## src/rtl/wl_ring_pkg.sv

```systemverilog
package wl_ring_pkg;

    typedef logic [7:0] byte_t;

    typedef enum logic {
        ST_IDLE = 1'b0,
        ST_SCAN = 1'b1
    } wl_state_e;

    function automatic byte_t seq_inc(input byte_t v);
        return v + 8'd1;
    endfunction

endpackage

```

## src/rtl/wl_ring_store.sv

```systemverilog
module wl_ring_store
    import wl_ring_pkg::*;
#(
    parameter int SLOTS = 8,
    parameter int IW    = 3
) (
    input  logic          clk,
    input  logic          rst_n,
    input  logic [IW-1:0] cur_idx,
    input  logic [IW-1:0] prev_idx,
    output byte_t         seq_cur,
    output byte_t         seq_prev,
    output byte_t         data_prev,
    input  logic          wr_en,
    input  logic [IW-1:0] wr_idx,
    input  byte_t         wr_data,
    input  byte_t         wr_seq
);

    byte_t data_q [SLOTS];
    byte_t seq_q  [SLOTS];

    assign seq_cur   = seq_q[cur_idx];
    assign seq_prev  = seq_q[prev_idx];
    assign data_prev = data_q[prev_idx];

    always_ff @(posedge clk or negedge rst_n) begin
        if (!rst_n) begin
            for (int k = 0; k < SLOTS; k++) begin
                data_q[k] <= '0;
                seq_q[k]  <= '0;
            end
        end else if (wr_en) begin
            data_q[wr_idx] <= wr_data;
            seq_q[wr_idx]  <= wr_seq;
        end
    end

endmodule

```

## src/rtl/wl_seq_break.sv

```systemverilog
module wl_seq_break
    import wl_ring_pkg::*;
(
    input  byte_t seq_prev,
    input  byte_t seq_cur,
    output logic  brk
);

    assign brk = (seq_inc(seq_prev) != seq_cur);

endmodule

```

## src/rtl/wl_ring_ctrl.sv

```systemverilog
module wl_ring_ctrl
    import wl_ring_pkg::*;
#(
    parameter int SLOTS = 8
) (
    input  logic       clk,
    input  logic       rst_n,
    input  logic       req_valid,
    output logic       req_ready,
    input  logic       req_we,
    input  logic [7:0] req_wdata,
    output logic [7:0] rd_data,
    output logic       busy
);

    localparam int IW = (SLOTS > 1) ? $clog2(SLOTS) : 1;
    localparam logic [IW-1:0] LAST = IW'(SLOTS - 1);

    // the +1 chain only has a guaranteed break below 256 slots
    generate
        if (SLOTS < 2 || SLOTS > 255) begin : g_bad_slots
            $error("wl_ring_ctrl: SLOTS must be in 2..255");
        end
    endgenerate

    typedef struct packed {
        wl_state_e     state;
        logic [IW-1:0] idx;
        logic          we_pend;
        byte_t         wdata;
        byte_t         rdata;
    } ctrl_t;

    ctrl_t q, d;

    logic [IW-1:0] prev_idx;
    byte_t         seq_cur, seq_prev, data_prev;
    logic          brk;
    logic          mem_we;

    assign prev_idx = (q.idx == '0) ? LAST : q.idx - 1'b1;

    wl_ring_store #(.SLOTS(SLOTS), .IW(IW)) u_store (
        .clk       (clk),
        .rst_n     (rst_n),
        .cur_idx   (q.idx),
        .prev_idx  (prev_idx),
        .seq_cur   (seq_cur),
        .seq_prev  (seq_prev),
        .data_prev (data_prev),
        .wr_en     (mem_we),
        .wr_idx    (q.idx),
        .wr_data   (q.wdata),
        .wr_seq    (seq_inc(seq_prev))
    );

    wl_seq_break u_brk (
        .seq_prev (seq_prev),
        .seq_cur  (seq_cur),
        .brk      (brk)
    );

    always_comb begin
        d      = q;
        mem_we = 1'b0;
        unique case (q.state)
            ST_IDLE: begin
                if (req_valid) begin
                    d.state   = ST_SCAN;
                    d.idx     = '0;
                    d.we_pend = req_we;
                    d.wdata   = req_wdata;
                end
            end
            ST_SCAN: begin
                if (brk) begin
                    d.state = ST_IDLE;
                    if (q.we_pend) begin
                        mem_we  = 1'b1;
                        d.rdata = q.wdata;
                    end else begin
                        d.rdata = data_prev;
                    end
                end else begin
                    d.idx = (q.idx == LAST) ? '0 : q.idx + 1'b1;
                end
            end
            default: d.state = ST_IDLE;
        endcase
    end

    always_ff @(posedge clk or negedge rst_n) begin
        if (!rst_n) begin
            q <= '{state: ST_IDLE, idx: '0, we_pend: 1'b0, wdata: '0, rdata: '0};
        end else begin
            q <= d;
        end
    end

    assign req_ready = (q.state == ST_IDLE);
    assign busy      = (q.state == ST_SCAN);
    assign rd_data   = q.rdata;

endmodule

```

## config.mk

```make
export PLATFORM = sky130hd
export DESIGN_NAME = wl_ring_ctrl
export DESIGN_NICKNAME = d
export VERILOG_FILES = /design/src/rtl/wl_ring_pkg.sv /design/src/rtl/wl_ring_store.sv /design/src/rtl/wl_seq_break.sv /design/src/rtl/wl_ring_ctrl.sv
export SDC_FILE = /design/constraint.sdc
export NUM_CORES = 1
export LEC_CHECK = 0
export ABC_AREA = 1
export BUFFER_PORTS_ARGS = -buffer_cell sky130_fd_sc_hd__buf_4
export CAP_MARGIN = 15
export CORE_ASPECT_RATIO = 0.7
export CORE_MARGIN = 1.5
export CORE_UTILIZATION = 60
export CTS_CLUSTER_DIAMETER = 150
export DETAILED_ROUTE_END_ITERATION = 10
export PLACE_DENSITY_LB_ADDON = 0.25
export SYNTH_ARGS = -nofsm -noshare
export SYNTH_HDL_FRONTEND = slang
export SYNTH_SLANG_ARGS = --single-unit
export TNS_END_PERCENT = 5
```

## constraint.sdc

```tcl
create_clock -name clk -period 11 [get_ports clk]
set_clock_uncertainty 0.2 [all_clocks]
set_input_delay 2.2 -clock clk [delete_from_list [all_inputs] [get_ports clk]]
set_output_delay 2.2 -clock clk [all_outputs]
set_load 0.1 [all_outputs]
```

==> key figures <==
Synth
  • Top cell type's share of synthesized area: 0.463
  • Post-Syn Area: 8060 sq um
  • Post-synth ARST share: 1.00
  • Warnings from Yosys: 0
  • Post-synth top flop: dfrtp_1
  • Register bit count reported by yosys: 149
  • Yosys cell types: 34
  • Syn Area/Cell: 7.13 sq um
  • Syn Inst Count: 1130
  • Syn_nets: 1147
  • Sequential fraction of the synthesis area: 0.463
  • Ranking of synthesized cells by area: dfrtp_1 46%, nand2_1 28%, nand3_1 8.1%
  • Post-synth EDFFs: 0
  • Leading area contributor after synthesis: dfrtp_1

Detailed routing
  • Drt wl/cell: 18.5 microns
  • Drt total wl: 23800 microns
  • DR vias: 7673
  • DRT iter0 DRCs: 952
  • Post-route DRC: 0
  • Post-DR vias/cell: 5.97
  • DRT Pass-1 Iters: 6
  • Antenna violation net count after detailed routing: 0

Power and ir drop
  • Sw frac: 0.434
  • VDD IR max: 0.143 mV
  • P_sw: 872 uW
  • Flop pwr share: 0.386
  • Clock Power Share: 0.292
  • Gate power share: 0.323
  • Total power: 2010 uW
  • Pwr/cell area: 232 nW/um^2
  • LEAKAGE: 0.00474 uW
  • Int Pwr: 1140 uW

Final layout
  • Synth-to-layout area growth: 7.67%
  • N_diodes: 0
  • Share of layout cells above drive strength 1: 0.0813
  • Most frequent cells in the layout: 592 x nand2_1, 148 x dfrtp_1, 131 x nand3_1
  • Fin nets: 1123
  • Most common cell after layout, fill and taps aside: nand2_1

Timing
  • # setup viols final: 0
  • Fmax achieved: 179 MHz
  • Hold Fails Final Rpt: 0
  • Slew @ Worst Pin: 0.897 ns
  • Slew HR: 0.402
  • RSZ-0062 raised after global routing: false
  • Max-slew violations: 0
  • Final worst-path cycle share: 0.509
  • Minimum clock period: 5.60 ns
  • Total negative slack: 0 ns

Min path
  • Worst min path class: flop to flop
  • Hold Path Cell Cnt: 2
  • Min-delay src: u_store.data_q[47]
  • Hold EP: u_store.data_q[47]

GRT
  • Vias in the first global route: 7084
  • Largest net degree at the start of global routing: 79
  • Initial antenna violation count: 0
  • Total global-route track usage: 0.356
  • Gr ovfl total: 0
  • First-pass GRT wire length: 38100 microns

Clock network
  • CTS sink cnt: 149
  • Clk Latency, worst-skew pair: 0.44 ns
  • Root Driver: clkbuf_16
  • TritonCTS clock tree: yes
  • Clk slew on worst S/H paths: 0.06 ns
  • CTS H-tree depth: 4
  • Longest Clk Path Bufs: 2
  • Number of CTS-inserted buffers: 17
  • Hold_buf cts: 0
  • CTS resizes: 0
  • Setup bufs post-CTS: 0

Floorplanning
  • Total core area: 13100 sq um
  • Initial core utilization: 0.614
  • Number of I/O pins: 22
  • Die H: 100 microns
  • Rows: 35
  • DIE AREA: 14100 sq um
  • Die width: 142 microns

Worst setup path
  • Path type of the worst setup path: flop to flop
  • Setup crit end kind: flop
  • CP required: 11.17 ns
  • Startpoint types: flop
  • CP Max Fanout: 36
  • Reg2Reg Setup Slack: 5.40 ns
  • Arrival time worst endpoint: 5.78 ns
  • RR Startpoint: q[18]
  • Reg2Reg Depth: 21
  • Worst r2r dst: u_store.data_q[59]

Flow run
  • Max Cap Viol: 0

Run status
  • Status: finished clean

Place
  • PortBufs: 21
  • Detail Placement HPWL: 14100 microns
  • Gpl congestion: 0.938
## worst max-delay path, stage by stage, from the launching register on
cell and delay (ns):
dfrtp_1 0.61, clkinv_1 0.38, ha_1 0.34, nand2_4 0.28, nand2_4 0.35, inv_2 0.59, nand3_1 0.16, nand3_1 0.12
nand2_1 0.12, ha_1 0.50, inv_1 0.07, nand2_1 0.07, nand2_1 0.05, nand3_1 0.11, nor2_1 0.06, nand3_1 0.08
nor2_1 0.06, nand3_2 0.26, nand3_4 0.29, nor2_4 0.60, nand2_1 0.13, nand2_1 0.10
## worst max-delay path by stage
stage / startpoint / slack, ns / end / cells after the start
final: q[18] / 5.40 / u_store.data_q[59] / 21
after global placement: q[18] / 5.84 / u_store.data_q[55] / 21
after floorplan: busy / 6.64 / req_ready / 2
after detailed placement: q[18] / 5.62 / u_store.data_q[50] / 21
after CTS: q[18] / 5.59 / u_store.data_q[59] / 21
after global routing: q[18] / 5.04 / u_store.seq_q[62] / 21
## synth_stat cells, types with 3 or more instances
cell type / n
buf_4: 21
nand4_2: 8
nand2_1: 592
inv_2: 4
o21ai_1: 3
nand3_1: 131
nor2_4: 8
o21ai_0: 31
ha_1: 5
clkbuf_1: 19
o22ai_1: 17
inv_1: 30
buf_1: 8
nor2_1: 51
buf_2: 19
nor3_1: 5
nand2_2: 6
dfrtp_1: 149
## final cells by class
| cell class | instances | area [sq um] |
|---|---|---|
| Inverter | 36 | 135 |
| Sequential cell | 149 | 3730 |
| Tap cell | 166 | 208 |
| Clock buffer | 18 | 439 |
| Multi-Input combinational cell | 878 | 3840 |
| Timing Repair Buffer | 24 | 184 |
| Clock inverter | 14 | 140 |
| Fill cell | 1105 | 4460 |
## flip-flops by register name, summed over array words and instances (netlist names)
| signal | flops |
|---|---|
| u_store.data_q | 64 |
| q | 12 |
| busy | 1 |
| rd_data | 8 |
| u_store.seq_q | 64 |
## power groups by stage
stage / logic [uW] / registers [uW] / clock network (uW)
global route: 709 / 786 / 611
CTS: 636 / 771 / 585
detailed placement: 631 / 778 / 0
floorplan: 544 / 715 / 0
finish: 649 / 776 / 587
global placement: 617 / 780 / 0
## through the flow
step | hold slack, ns | setup WS [ns] | cell area, sq um | utilization | std cells
detailed placement | 0.267 | 5.62 | 8100 | 0.616 | 1253
CTS | 0.283 | 5.59 | 8680 | 0.661 | 1285
global placement | 0.264 | 5.84 | 8100 | 0.616 | 1253
global route | 0.298 | 5.04 | 8680 | 0.661 | 1285
floorplan | 0.244 | 6.64 | 8060 | - | 1130
finish | 0.283 | 5.40 | 8680 | 0.661 | 1285
## kinds of logic after synthesis
| group | Yosys count | share of synthesized area |
|---|---|---|
| muxes | 2 | 0.00248 |
| and+or+nand+nor | 812 | 0.425 |
| buffers and inverters | 103 | 0.0607 |
| adders and majority gates | 5 | 0.00776 |
| DFF | 149 | 0.463 |
| AOI/OAI and AO/OA | 59 | 0.0414 |
## layer usage
metal | track usage | vias to the layer above | wire length [microns]
met1 | 0.524 | 3576 | 10300
met5 | 0 | - | 0
met2 | 0.505 | 512 | 9980
met4 | 0.121 | 0 | 588
met3 | 0.0997 | 56 | 2920
li1 | - | 3529 | -
(Power assumes the default switching activity.)
